File: src/rtl/pfc_pkg.sv
// Package: types shared by the prefetching instruction cache.
// Assumes exactly two ways, so replacement state is one bit per set.
package pfc_pkg;
    localparam int NUM_WAYS = 2;

    typedef enum logic {
        FILL_IDLE = 1'b0,
        FILL_BUSY = 1'b1
    } fill_st_t;
endpackage

File: src/rtl/pfc_tag_array.sv
// Module: tag, valid and LRU state for a two-way set-associative buffer.
// Provides two lookups: the fetch line and its successor.
// Assumes fill and flush never arrive together (the fill engine drops the fill on flush).
module pfc_tag_array #(
    parameter int TAG_W    = 8,
    parameter int SET_BITS = 2
) (
    input  logic                clk,
    input  logic                rst_n,
    input  logic                flush,
    input  logic [SET_BITS-1:0] a_idx,
    input  logic [TAG_W-1:0]    a_tag,
    output logic [1:0]          a_hit,
    output logic                a_lru,
    input  logic [SET_BITS-1:0] b_idx,
    input  logic [TAG_W-1:0]    b_tag,
    output logic                b_hit,
    output logic                b_lru,
    input  logic                touch_en,
    input  logic [SET_BITS-1:0] touch_idx,
    input  logic                touch_way,
    input  logic                fill_en,
    input  logic [SET_BITS-1:0] fill_idx,
    input  logic                fill_way,
    input  logic [TAG_W-1:0]    fill_tag
);
    localparam int SETS = 1 << SET_BITS;

    logic [SETS-1:0] lru;
    logic [1:0]      b_hit_v;
    logic [1:0]      any_vld;

    for (genvar w = 0; w < pfc_pkg::NUM_WAYS; w++) begin : g_way
        logic [SETS-1:0]  vld;
        logic [TAG_W-1:0] tags [SETS];

        // Per-way valid bits: cleared by reset or flush, set on line commit.
        always_ff @(posedge clk) begin
            if (!rst_n || flush)
                vld <= '0;
            else if (fill_en && fill_way == 1'(w))
                vld[fill_idx] <= 1'b1;
        end

        // Per-way tag storage: written when a line is committed.
        always_ff @(posedge clk) begin
            if (fill_en && fill_way == 1'(w))
                tags[fill_idx] <= fill_tag;
        end

        assign a_hit[w]   = vld[a_idx] && (tags[a_idx] == a_tag);
        assign b_hit_v[w] = vld[b_idx] && (tags[b_idx] == b_tag);
        assign any_vld[w] = |vld;
    end

    assign b_hit = |b_hit_v;
    assign a_lru = lru[a_idx];
    assign b_lru = lru[b_idx];

    // LRU bit names the way to replace next; a commit takes priority over a hit.
    always_ff @(posedge clk) begin
        if (!rst_n)
            lru <= '0;
        else if (fill_en)
            lru[fill_idx] <= ~fill_way;
        else if (touch_en)
            lru[touch_idx] <= ~touch_way;
    end


    dup_line_chk: assert property (@(posedge clk) disable iff (!rst_n)
        $onehot0(a_hit));


    flush_clear_chk: assert property (@(posedge clk) disable iff (!rst_n)
        flush |=> (any_vld == 2'b00));
endmodule

File: src/rtl/pfc_line_store.sv
// Module: line data storage, one 64-bit line per set and way.
// Writes a full line at commit and reads one word combinationally.
// Assumes reads of invalid lines are never used.
module pfc_line_store #(
    parameter int SET_BITS  = 2,
    parameter int WORD_W    = 16,
    parameter int OFF_W     = 2,
    parameter int LINE_BITS = 64
) (
    input  logic                 clk,
    input  logic                 wr_en,
    input  logic                 wr_way,
    input  logic [SET_BITS-1:0]  wr_idx,
    input  logic [LINE_BITS-1:0] wr_line,
    input  logic [SET_BITS-1:0]  rd_idx,
    input  logic                 rd_way,
    input  logic [OFF_W-1:0]     rd_off,
    output logic [WORD_W-1:0]    rd_word
);
    localparam int SETS = 1 << SET_BITS;

    logic [LINE_BITS-1:0] way_line [pfc_pkg::NUM_WAYS];
    logic [LINE_BITS-1:0] sel_line;

    for (genvar w = 0; w < pfc_pkg::NUM_WAYS; w++) begin : g_way
        logic [LINE_BITS-1:0] lines [SETS];

        // Whole-line write when the fill engine commits to this way.
        always_ff @(posedge clk) begin
            if (wr_en && wr_way == 1'(w))
                lines[wr_idx] <= wr_line;
        end

        assign way_line[w] = lines[rd_idx];
    end

    assign sel_line = way_line[rd_way];
    assign rd_word  = sel_line[rd_off*WORD_W +: WORD_W];
endmodule

File: src/rtl/pfc_fill_engine.sv
// Module: line fill sequencer toward the code memory.
// Reads the words of one line in ascending order and leaves wait_cfg idle
// cycles after each accepted word but the last. Stages the line and hands
// it over whole. Assumes the memory holds mem_rdata valid in the mem_ack cycle.
module pfc_fill_engine #(
    parameter int LINE_W     = 10,
    parameter int OFF_W      = 2,
    parameter int WORD_W     = 16,
    parameter int LINE_WORDS = 4
) (
    input  logic                         clk,
    input  logic                         rst_n,
    input  logic                         flush,
    input  logic [1:0]                   wait_cfg,
    input  logic                         start_en,
    input  logic [LINE_W-1:0]            start_line,
    input  logic                         start_way,
    output logic                         busy,
    output logic                         mem_req,
    output logic [LINE_W+OFF_W-1:0]      mem_addr,
    input  logic                         mem_ack,
    input  logic [WORD_W-1:0]            mem_rdata,
    output logic                         done,
    output logic [LINE_W-1:0]            done_line,
    output logic                         done_way,
    output logic [WORD_W*LINE_WORDS-1:0] done_data
);
    import pfc_pkg::*;

    localparam logic [OFF_W-1:0] LAST = OFF_W'(LINE_WORDS - 1);

    fill_st_t                     st;
    logic [LINE_W-1:0]            line_q;
    logic                         way_q;
    logic [OFF_W-1:0]             wcnt;
    logic [1:0]                   gap;
    logic [WORD_W*LINE_WORDS-1:0] stage;
    logic                         accept;

    assign busy      = (st == FILL_BUSY);
    assign mem_req   = busy && (gap == 2'd0);
    assign mem_addr  = {line_q, wcnt};
    assign accept    = mem_req && mem_ack;
    assign done      = accept && (wcnt == LAST) && !flush;
    assign done_line = line_q;
    assign done_way  = way_q;

    // Staged line with the final word taken straight from memory.
    always_comb begin
        done_data = stage;
        done_data[LAST*WORD_W +: WORD_W] = mem_rdata;
    end

    // Sequencer: start, pace word reads, stage data, finish or abandon.
    always_ff @(posedge clk) begin
        if (!rst_n) begin
            st   <= FILL_IDLE;
            wcnt <= '0;
            gap  <= 2'd0;
        end else if (flush) begin
            st <= FILL_IDLE;
        end else if (st == FILL_IDLE) begin
            if (start_en) begin
                st     <= FILL_BUSY;
                line_q <= start_line;
                way_q  <= start_way;
                wcnt   <= '0;
                gap    <= 2'd0;
            end
        end else if (gap != 2'd0) begin
            gap <= gap - 2'd1;
        end else if (mem_ack) begin
            stage[wcnt*WORD_W +: WORD_W] <= mem_rdata;
            if (wcnt == LAST) begin
                st <= FILL_IDLE;
            end else begin
                wcnt <= wcnt + OFF_W'(1);
                gap  <= wait_cfg;
            end
        end
    end


    word_gap_chk: assert property (@(posedge clk) disable iff (!rst_n)
        accept && (wcnt != LAST) && (wait_cfg != 2'd0) && !flush |=> !mem_req);


    req_hold_chk: assert property (@(posedge clk) disable iff (!rst_n)
        mem_req && !mem_ack && !flush |=> mem_req && $stable(mem_addr));


    fill_end_chk: assert property (@(posedge clk) disable iff (!rst_n)
        done |=> !mem_req);
endmodule

File: src/rtl/pfc_icache.sv
// Module: prefetching two-way instruction cache controller (top).
// Serves hits in the fetch cycle, stalls misses for a whole-line fill, and
// starts a background fill of the next line on a hit to a line's last word.
// Assumes the processor holds cpu_req and cpu_addr stable until cpu_ready.
module pfc_icache #(
    parameter int ADDR_W     = 12,
    parameter int SET_BITS   = 2,
    parameter int WORD_W     = 16,
    parameter int LINE_WORDS = 4
) (
    input  logic              clk,
    input  logic              rst_n,
    input  logic              flush,
    input  logic [1:0]        wait_cfg,
    input  logic              cpu_req,
    input  logic [ADDR_W-1:0] cpu_addr,
    output logic [WORD_W-1:0] cpu_rdata,
    output logic              cpu_ready,
    output logic              mem_req,
    output logic [ADDR_W-1:0] mem_addr,
    input  logic              mem_ack,
    input  logic [WORD_W-1:0] mem_rdata
);
    localparam int OFF_W     = $clog2(LINE_WORDS);
    localparam int LINE_W    = ADDR_W - OFF_W;
    localparam int TAG_W     = LINE_W - SET_BITS;
    localparam int LINE_BITS = WORD_W * LINE_WORDS;
    localparam logic [OFF_W-1:0] LAST = OFF_W'(LINE_WORDS - 1);

    logic [LINE_W-1:0]    cpu_line, nxt_line, start_line, done_line;
    logic [OFF_W-1:0]     cpu_off;
    logic [1:0]           a_hit;
    logic                 hit, a_lru, b_hit, b_lru;
    logic                 busy, done, done_way;
    logic                 miss_start, pref_start, start_en, start_way;
    logic [LINE_BITS-1:0] done_data;

    assign cpu_line = cpu_addr[ADDR_W-1:OFF_W];
    assign cpu_off  = cpu_addr[OFF_W-1:0];
    assign nxt_line = cpu_line + LINE_W'(1);
    assign hit      = |a_hit;

    // Fill start: a demand miss wins; otherwise a next-line prefetch.
    assign miss_start = cpu_req && !hit && !busy && !flush;
    assign pref_start = cpu_req && hit && (cpu_off == LAST) && !b_hit && !busy && !flush;
    assign start_en   = miss_start || pref_start;
    assign start_line = miss_start ? cpu_line : nxt_line;
    assign start_way  = miss_start ? a_lru : b_lru;

    assign cpu_ready = !cpu_req || hit;

    pfc_tag_array #(
        .TAG_W    (TAG_W),
        .SET_BITS (SET_BITS)
    ) u_tags (
        .clk       (clk),
        .rst_n     (rst_n),
        .flush     (flush),
        .a_idx     (cpu_line[SET_BITS-1:0]),
        .a_tag     (cpu_line[LINE_W-1:SET_BITS]),
        .a_hit     (a_hit),
        .a_lru     (a_lru),
        .b_idx     (nxt_line[SET_BITS-1:0]),
        .b_tag     (nxt_line[LINE_W-1:SET_BITS]),
        .b_hit     (b_hit),
        .b_lru     (b_lru),
        .touch_en  (cpu_req && hit),
        .touch_idx (cpu_line[SET_BITS-1:0]),
        .touch_way (a_hit[1]),
        .fill_en   (done),
        .fill_idx  (done_line[SET_BITS-1:0]),
        .fill_way  (done_way),
        .fill_tag  (done_line[LINE_W-1:SET_BITS])
    );

    pfc_line_store #(
        .SET_BITS  (SET_BITS),
        .WORD_W    (WORD_W),
        .OFF_W     (OFF_W),
        .LINE_BITS (LINE_BITS)
    ) u_data (
        .clk     (clk),
        .wr_en   (done),
        .wr_way  (done_way),
        .wr_idx  (done_line[SET_BITS-1:0]),
        .wr_line (done_data),
        .rd_idx  (cpu_line[SET_BITS-1:0]),
        .rd_way  (a_hit[1]),
        .rd_off  (cpu_off),
        .rd_word (cpu_rdata)
    );

    pfc_fill_engine #(
        .LINE_W     (LINE_W),
        .OFF_W      (OFF_W),
        .WORD_W     (WORD_W),
        .LINE_WORDS (LINE_WORDS)
    ) u_fill (
        .clk        (clk),
        .rst_n      (rst_n),
        .flush      (flush),
        .wait_cfg   (wait_cfg),
        .start_en   (start_en),
        .start_line (start_line),
        .start_way  (start_way),
        .busy       (busy),
        .mem_req    (mem_req),
        .mem_addr   (mem_addr),
        .mem_ack    (mem_ack),
        .mem_rdata  (mem_rdata),
        .done       (done),
        .done_line  (done_line),
        .done_way   (done_way),
        .done_data  (done_data)
    );


    miss_fill_chk: assert property (@(posedge clk) disable iff (!rst_n)
        cpu_req && !cpu_ready && !busy && !flush |=> busy);


    hit_quiet_chk: assert property (@(posedge clk) disable iff (!rst_n)
        cpu_req && cpu_ready && !busy && (cpu_off != LAST) |=> !mem_req);
endmodule

File: config.mk
export PLATFORM = sky130hd
export DESIGN_NAME = pfc_icache
export DESIGN_NICKNAME = d
export VERILOG_FILES = /design/src/rtl/pfc_pkg.sv /design/src/rtl/pfc_tag_array.sv /design/src/rtl/pfc_line_store.sv /design/src/rtl/pfc_fill_engine.sv /design/src/rtl/pfc_icache.sv
export SDC_FILE = /design/constraint.sdc
export NUM_CORES = 1
export LEC_CHECK = 0
export BUFFER_PORTS_ARGS = -buffer_cell sky130_fd_sc_hd__buf_4
export CORE_AREA = 2 2 230 232
export DETAILED_ROUTE_END_ITERATION = 10
export DIE_AREA = 0 0 232 234
export PLACE_DENSITY_LB_ADDON = 0.12
export REMOVE_ABC_BUFFERS = 1
export SYNTH_ARGS = -nofsm -noshare
export SYNTH_HDL_FRONTEND = slang
export SYNTH_SLANG_ARGS = --single-unit
File: constraint.sdc
create_clock -name clk -period 15.97 [get_ports clk]
set_clock_uncertainty 0.2 [all_clocks]
set_input_delay 1.597 -clock clk [delete_from_list [all_inputs] [get_ports clk]]
set_output_delay 1.597 -clock clk [all_outputs]
set_load 0.03 [all_outputs]
== Word level (Yosys, flattened, before mapping) ==
Memories as Yosys holds them, arrays and structs flattened.
Cells that the tools add are included.

* Add/sub/neg operators: 4
* $lt $le $gt $ge: 6
* Equal/unequal tests: 11
* Shift operators: 3
* Mux-type cells: 44
* Bitwise gates (word level): 9
* Reduce and logical (&&, ||, !) cells: 40

{| class="wikitable"
|+ Operator list
! cell !! number
|-
| $mux 64 || 3
|-
| $bwmux 64 || 1
|-
| $shift 16x34->64 const A || 1
|-
| $shiftx 16x34->64 || 1
|-
| $shiftx 64x7->16 || 1
|-
| $neg 6->34 || 1
|-
| $eq 8x8->1 || 4
|-
| $logic_and 1x1->1 || 20
|-
| $mux 1 || 18
|-
| $mux 2 || 9
|-
| $bmux 1 s2 || 6
|-
| $add 10x1->10 const B || 1
|-
| $mux 10 || 1
|-
| $reduce_and 5->1 || 2
|-
| $lt 2x3->1 const B || 3
|-
| $bwmux 4 || 2
|-
| $mux 4 || 2
|-
| $or 4x4->4 || 2
|-
| $reduce_and 4->1 || 2
|-
| $logic_not 1->1 || 6
|-
| $ne 2x2->1 const B || 3
|-
| $ne 3x3->1 const B || 2
|-
| $not 1->1 || 6
|-
| $reduce_bool 2->1 || 3
|-
| 10 further kinds || 17
|}

* Flip-flop bits (word level): 92
* Memory bits (writable): 576
* Input bits: 35
* Output and inout bits: 30
* Word-level logic and storage cells: 130
* Memories kept: 4

{| class="wikitable"
|+ Memories
! name !! words !! width !! read ports !! clocked after memory_dff !! write ports !! line !! text
|-
| u_data.g_way[0].lines || 4 || 64 || 1 || 0 || 1 || pfc_line_store.sv:26 || <nowiki>logic [LINE_BITS-1:0] lines [SETS];</nowiki>
|-
| u_data.g_way[1].lines || 4 || 64 || 1 || 0 || 1 || pfc_line_store.sv:26 ||
|-
| u_tags.g_way[0].tags || 4 || 8 || 2 || 0 || 1 || pfc_tag_array.sv:35 || <nowiki>logic [TAG_W-1:0] tags [SETS];</nowiki>
|-
| u_tags.g_way[1].tags || 4 || 8 || 2 || 0 || 1 || pfc_tag_array.sv:35 ||
|}

== Depth between registers and ports, before layout ==
Gate-level depths: netlist (run 1).

* Depth after elaboration: 12
* Depth in mapped cells: 17
* Gate-level depth less buffers: 10

== By module ==
Synthesis (run 1) repeated with hierarchy kept, for this count alone.

* Cell total of the unflattened synthesis: 1571
* Area total of the unflattened synthesis: 26958.4 um^2

{| class="wikitable"
|+ Modules (own cells, without submodules)
! module !! times used !! cells each !! area an instance (um^2) !! seq. area each (um^2)
|-
| pfc_line_store || 1 || 1094 || 20063.0 || 15374.7
|-
| pfc_tag_array || 1 || 244 || 3832.4 || 2162.1
|-
| pfc_fill_engine || 1 || 179 || 2703.8 || 1871.8
|-
| pfc_icache || 1 || 54 || 359.1 || 0.0
|}

== Worst setup path after synthesis (run 1) ==
No wires, ideal clock.

* Kind: in2reg
* Start point: in mem_ack
* End point: mem u_data.g_way[0].lines[0][0] (enable)
* Setup time: 0.686 ns
* Data arrival time: 9.183 ns
* Data required time: 15.084 ns
* Setup slack: 5.902 ns
* Cell stages on the path: 4
* Buffers on the path: 1
* Cells stage by stage: nand2_1 > or3_1 > clkbuf_1 > nor4_1

* Cells in the longest elaborated chain, start to end: 6

{| class="wikitable"
|+ RTL lines
! item !! line !! text
|-
| start, declared || pfc_icache.sv:21 || <nowiki>input logic mem_ack,</nowiki>
|-
| $logic_and 1x1->1 || pfc_fill_engine.sv:43 || <nowiki>assign accept = mem_req && mem_ack;</nowiki>
|-
| $logic_and 1x1->1 (2 in a row) || pfc_fill_engine.sv:44 || <nowiki>assign done = accept && (wcnt == LAST) && !flush;</nowiki>
|-
| $logic_and 1x1->1 || pfc_line_store.sv:30 || <nowiki>if (wr_en && wr_way == 1'(w))</nowiki>
|-
| $mux 1 || pfc_line_store.sv:30 ||
|-
| $mux 1 (not written as such) || pfc_line_store.sv:31 || <nowiki>lines[wr_idx] <= wr_line;</nowiki>
|-
| end, declared || pfc_line_store.sv:26 ||
|}

No other way between the ends.

== Worst setup path in the final report (run 1) ==
* Start point: in cpu_addr[2]
* End point: out cpu_rdata[6]

* Cells in the longest elaborated chain, start to end: 8
* Elaborated cells between the ends (all ways): 12
* Those cells by class: 1 x eq/ne; 1 x shift; 5 x mux; 1 x bitwise; 1 x reduce/logical; 3 x memory

{| class="wikitable"
|+ RTL lines
! item !! line !! text
|-
| start, declared || pfc_icache.sv:16 || <nowiki>input logic [ADDR_W-1:0] cpu_addr,</nowiki>
|-
| $mem_v2 4x8 / $bmux 1 s2 (equally long branches) || -- ||
|-
| $eq 8x8->1 / $mux 1 (equally long branches) || pfc_tag_array.sv:51 || <nowiki>assign a_hit[w] = vld[a_idx] && (tags[a_idx] == a_tag);</nowiki>
|-
| $logic_and 1x1->1 || pfc_tag_array.sv:51 ||
|-
| $not 1->2 (not written as such) || pfc_line_store.sv:37 || <nowiki>assign sel_line = way_line[rd_way];</nowiki>
|-
| $mux 64 (not written as such) (*) (3 in a row) || pfc_line_store.sv:37 ||
|-
| $shiftx 64x7->16 (*) || pfc_line_store.sv:38 || <nowiki>assign rd_word = sel_line[rd_off*WORD_W +: WORD_W];</nowiki>
|-
| end, declared || pfc_icache.sv:17 || <nowiki>output logic [WORD_W-1:0] cpu_rdata,</nowiki>
|}

Every way passes the cells marked *; elsewhere a longest branch is shown, timed or not. The select of a mux whose other input is x is not followed.

==> run summary, run 1 <==
first drt pass iteration count = 5
Yosys reg bits = 652
Slew Limit Fails = 0
final count of hold timing violations = 0
PwrDens = 117 nW/um^2
via/cell ratio = 5.94
Hold Startpoint = u_tags.g_way[0].vld[3]$_SDFFE_PP0P_
worst rel slew slack = 7.86%
diodes inserted = 0
Post-CTS Hold Buffers = 0
dominant synthesized flop cell = edfxtp_1
I/O pin cnt = 65
worst hold path class = reg2reg
HPWL after DPL = 29300 microns
Worst-Skew Late Latency = 600 ps
Die ar. = 54300 sq um
register area share after synthesis = 73.9%
clk slew on worst S/H paths = 60 ps
Layout fillers = 3895
Antenna Nets Post-Route = 0
run status = complete, no violations
Max Clock Freq = 0.128 GHz
Num CTS Buffers = 69
Chip Height = 234 microns
placed cell count = 1931
final worst path period need = 7800 ps
Critical Setup Path Class = in2out
clock root cell = clkbuf_16
total global-route track usage = 21.3%
Gate Count Post-Synth = 1219
per-cell routed wire length = 26.9 microns
sequential power share = 54.1%
Area Growth Syn to Fin = 12.3%
first-pass GRT wire length = 83500 microns
setup slack after layout = 8170 ps
row cnt = 84
pre-CTS WS = 8130 ps
CP startpoint kind = input pin
Setup violations, final = 0
R2R Path Start = u_tags.g_way[1].tags[2][1]$_DFFE_PP_
routed vias = 12.2k
vias in the first global route = 13.0k
Synth Area per Inst = 21.5 sq um
ys async rst share = 0%
EDFF count, synth = 635
share of layout cells above drive strength 1 = 29.2%
internal power = 0.00274 W
worst vdd ir = 78.6 uV
TNS Setup = 0 ps
Post-CTS Setup Bufs = 0
Max Fanout on Critical Path = 52
total wire length = 55100 microns
Leak = 9.97 nW
Worst Hold Endpoint = u_tags.g_way[0].vld[3]$_SDFFE_PP0P_
sw power = 0.000693 W
post-CTS resize count = 0
CTS tree = built
Syn Std Cell Area = 26300 sq um
worst-case clock buffer depth = 3
aggregate global routing overflow = 0
Slew @ Worst Pin = 1380 ps
final worst-path cycle share = 48.9%
Logic pwr share = 4.2%
final non-filler cell total = 2051
max cap viols = 0
Die Width = 232 microns
Reg2Reg Setup Slack = 11560 ps
Initial Util = 50.5%
largest net degree at the start of global routing = 56
antenna violations before repair = 2
Iteration-0 DRC Markers = 1088
Syn. warnings = 0
Clock power frac = 41.7%
drt drc = 0
worst path required time = 14170 ps
GPL Wtd Cong = 0.816
Crit. End Element = primary output
commonest cells after routing, fill and taps aside = 635 x edfxtp_1, 188 x mux4_2, 89 x buf_4
hold path cells = 2
post-layout util = 56.7%
FF-to-FF path depth = 7
unrepaired setup endpoints after global routing = false
Final #Nets = 1358
H-Tree Depth = 3
worst reg2reg path endpoint = u_fill.done_line[3]$_DFFE_PP_
Synth cell types = 49
Arr. time, crit path = 6010 ps
core area = 52000 sq um
number of buffers inserted by port buffering = 64
Clock Sink Count = 652
most common cell after layout, fill and taps aside = edfxtp_1
switching share of power = 20.2%
==> layout make-up <==
type | count | area [sq um] | area share [%]
Inverter | 8 | 30.0 | 0.102
Multi-Input combinational cell | 492 | 6510 | 22.1
Timing Repair Buffer | 91 | 694 | 2.36
Clock buffer | 101 | 1900 | 6.44
Clock inverter | 19 | 82.6 | 0.280
Tap cell | 688 | 861 | 2.92
Sequential cell | 652 | 19400 | 65.8
==> how the worst max path moves through the flow <==
stage,start,end,slack (ps)
3_5_place_dp,cpu_addr[2],cpu_rdata[10],8130
4_1_cts,cpu_addr[2],cpu_rdata[10],8130
5_1_grt,cpu_addr[2],cpu_rdata[0],7870
2_1_floorplan,mem_ack,u_data.g_way[0].lines[0][0]$_DFFE_PP_,5940
3_3_place_gp,cpu_addr[2],cpu_rdata[10],8160
6_report,cpu_addr[2],cpu_rdata[6],8170
==> cells by family (layout without fill, tap and decap cells) <==
family / after synthesis / in the layout / synth area share, %
adders and majority gates: 9 / 9 / 0.429
and+or+nand+nor: 162 / 162 / 3.38
muxes: 227 / 227 / 17.7
xor gates and xnor gates: 55 / 55 / 1.99
DFF: 652 / 652 / 73.9
AOI/OAI and AO/OA: 39 / 39 / 1.03
buffers and inverters: 75 / 219 / 1.53
==> power by group through the flow <==
stage	clock network, W	registers, W	logic, W
2_1_floorplan	0	0.00190	0.0000777
3_3_place_gp	0	0.00190	0.000145
3_5_place_dp	0	0.00190	0.000146
4_1_cts	0.00147	0.00186	0.000146
5_1_grt	0.00153	0.00186	0.000154
6_report	0.00143	0.00186	0.000143
==> worst max-delay path, cell delays in order <==
cell	delay, ps
buf_8	420
buf_4	750
mux4_2	620
xnor2_1	150
nand3_1	130
a211o_2	610
buf_4	540
mux4_2	570
mux2_2	310
buf_4	180
==> synth_stat cells, types with 6 or more instances <==
library cell    n  area share [%]
ha_1            9            0.43
dfxtp_1        17             1.3
clkbuf_1       27            0.39
nor3_1         11            0.21
buf_2          23            0.44
and2_1         53             1.3
xnor2_1        42             1.4
inv_1           8            0.11
buf_6          10            0.43
a31oi_1         6            0.14
nand2_1        25            0.36
nor2_1         26            0.37
edfxtp_1      635              73
nand3_1        13            0.25
a21oi_1         8            0.15
mux2i_1        20            0.76
nor4_1          6            0.14
mux2_2         19            0.82
xor2_1         10            0.33
mux4_2        188              16
==> metal layers <==
| metal | part of all wire (%) | track usage, % | up-vias |
|---|---|---|---|
| met2 | 50 | 35.1 | 299 |
| met1 | 44 | 29.8 | 6562 |
| met3 | 4.6 | 3.16 | 85 |
| met5 | 0.015 | 0 | - |
| li1 | - | - | 5239 |
| met4 | 2.0 | 6.19 | 2 |
==> registers in the layout (all words and copies together), names as in the netlist <==
register,count
u_fill.done_line,10
u_fill.gap,2
u_data.g_way.lines,512
u_tags.g_way.tags,64
u_fill.done_way,1
u_tags.lru,4
u_fill.wcnt,2
u_tags.g_way.vld,8
u_fill.stage,48
u_fill.busy,1
==> per-stage QoR <==
stage,cell area [sq um],hold slack [ps],power [W]
after floorplan,25900,252,0.00197
after global placement,27500,269,0.00204
after detailed placement,27500,289,0.00204
after CTS,29500,301,0.00348
after global routing,29500,327,0.00354
final,29500,302,0.00344
No activity file was read; power rests on OpenSTA's default activity.
==> run 2: changes to the inputs <==
- clock period: 15.97 -> 6.98 ns (I/O delays scaled with it)
==> run 2 against run 1 <==
  * Sequential share of layout area down 0.41 points
  * Cell area up 0.62%
  * Register-to-register slack worse by 8500 ps
  * Count of clock-buffer cells in the layout down 17
  * Worst setup slack worse by 6600 ps
  * Largest power group unchanged
  * Highest routed layer unchanged
==> run summary, run 2 (same netlist as run 1, synthesis figures left out) <==
share of layout cells above drive strength 1 = 30.4% (+1.2 points)
row cnt = 84 (unchanged)
Arr. time, crit path = 4480 ps (-1530 ps)
Slew Limit Fails = 0 (unchanged)
Post-CTS Setup Bufs = 0 (unchanged)
number of buffers inserted by port buffering = 64 (unchanged)
Num CTS Buffers = 68 (-1.4%)
Reg2Reg Setup Slack = 3070 ps (-8490 ps)
post-CTS resize count = 0 (unchanged)
worst-case clock buffer depth = 3 (unchanged)
routed vias = 12.2k (+0.25%)
total global-route track usage = 21.3% (+0.036 points)
hold path cells = 1 (-1)
Leak = 10.1 nW (+0.91%)
Worst-Skew Late Latency = 600 ps (about the same)
core area = 52000 sq um (unchanged)
Hold Startpoint = mem_rdata[13]
Antenna Nets Post-Route = 0 (unchanged)
diodes inserted = 0 (unchanged)
slowest cell delay on critical path = 830 ps (+80 ps)
Chip Height = 234 microns (unchanged)
Slew @ Worst Pin = 1180 ps (-194 ps)
total wire length = 55800 microns (+1.4%)
clock root cell = clkbuf_16
Total Power = 0.00805 W (+130%)
DR top layer = met5
H-Tree Depth = 3 (unchanged)
HPWL after DPL = 29200 microns (-0.28%)
Crit. End Element = primary output
Max Fanout on Critical Path = 54 (+3.8%)
Area Growth Syn to Fin = 13.0%
Die Width = 232 microns (unchanged)
CP startpoint kind = input pin
CTS tree = built
Clock Sink Count = 652 (unchanged)
per-cell routed wire length = 27.2 microns (+1.3%)
Critical Path Source = cpu_addr[2]
crit path cell chain = buf_8 > mux4_2 > xnor2_1 > nand3_1 > a211o_2 > buf_4 > mux4_2 > mux2_2 > buf_4
R2R Path Start = u_tags.g_way[1].tags[1][1]$_DFFE_PP_
vias in the first global route = 13.0k (-0.093%)
FF-to-FF path depth = 8 (+1)
PwrDens = 271 nW/um^2 (+130%)
Max Clock Freq = 0.186 GHz
worst vdd ir = 160 uV (+100%)
wire length on met1 = 24000 microns (-0.23%)
Iteration-0 DRC Markers = 1017 (-6.5%)
worst hold path class = in2reg
max reg flops = 512 (unchanged)
worst reg2reg path endpoint = u_fill.done_line[6]$_DFFE_PP_
CP Buf/Inv Count = 3 (-1)
metal2 WL = 28200 microns (+3.1%)
most common cell after layout, fill and taps aside = edfxtp_1
met3 WL = 2600 microns (+3.1%)
max cap viols = 0 (unchanged)
setup slack after layout = 1610 ps (-6560 ps)
run status = complete, no violations
Die ar. = 54300 sq um (unchanged)
pre-CTS WS = 1560 ps (-6570 ps)
Post-CTS Hold Buffers = 0 (unchanged)
GPL Wtd Cong = 0.829 (+1.6%)
Slowest cell on crit path = a211o_2
largest register by flop count = u_data.g_way.lines
Critical Setup Path Class = in2out
antenna violations before repair = 1 (-1)
CP delay by family, top = multiplexers
via/cell ratio = 5.95 (+0.20%)
final worst-path cycle share = 77.0%
Design Area, Final = 29700 sq um (+0.62%)
final count of hold timing violations = 0 (unchanged)
worst rel slew slack = 20.9% (+13 points)
Largest regs = u_data.g_way.lines: 512 flops, u_tags.g_way.tags: 64 flops, u_fill.stage: 48 flops
Setup violations, final = 0 (unchanged)
first-pass GRT wire length = 83400 microns (-0.12%)
aggregate global routing overflow = 0 (unchanged)
commonest cells after routing, fill and taps aside = 635 x edfxtp_1, 188 x mux4_2, 84 x buf_4
unrepaired setup endpoints after global routing = false
clk slew on worst S/H paths = 60 ps (about the same)
Post-DP Area = 27500 sq um (+0.15%)
drt drc = 0 (unchanged)
post-layout util = 57.0% (+0.35 points)
first drt pass iteration count = 6 (+1)
Worst Hold Endpoint = u_data.g_way[1].lines[2][61]$_DFFE_PP_
Final #Nets = 1356 (-0.15%)
largest net degree at the start of global routing = 101 (+80%)
Initial Util = 50.5% (unchanged)
worst path required time = 6080 ps (-8090 ps)
final worst path period need = 5370 ps
I/O pin cnt = 65 (unchanged)
[run 2: routing by layer]
metal | up-vias | global-route usage, %
met1 | 6579 | 29.4
met4 | 2 | 5.83
met5 | - | 0
li1 | 5240 | -
met2 | 318 | 35.7
met3 | 78 | 3.33
[run 2: through the flow]
step	setup TNS [ps]	instances	hold slack, ps
final	0	2052	158
after CTS	0	2052	128
after floorplan	-345480	1152	252
after global placement	0	1930	278
after detailed placement	0	1930	288
after global routing	0	2052	152
[run 2: worst max-delay path by stage]
stage / to / cells past startpoint
after floorplan: u_data.g_way[0].lines[0][0]$_DFFE_PP_ / 4
after global placement: cpu_rdata[0] / 9
after detailed placement: cpu_rdata[0] / 9
after CTS: cpu_rdata[0] / 9
after global routing: cpu_rdata[0] / 9
final: cpu_rdata[0] / 9
[run 2: where the power goes]
group	internal (W)	leakage [nW]	switching [W]
combinational	0.000151	2.55	0.000177
clock	0.00201	1.04	0.00145
sequential	0.00425	6.47	0.00000632
total	0.00641	10.1	0.00164
[run 2: layout make-up]
type | count | area (sq um)
Timing Repair Buffer | 90 | 737
Sequential cell | 652 | 19400
Tap cell | 688 | 861
Clock inverter | 38 | 340
Inverter | 8 | 30.0
Multi-Input combinational cell | 492 | 6510
Clock buffer | 84 | 1780
Fill cell | 3901 | 22400
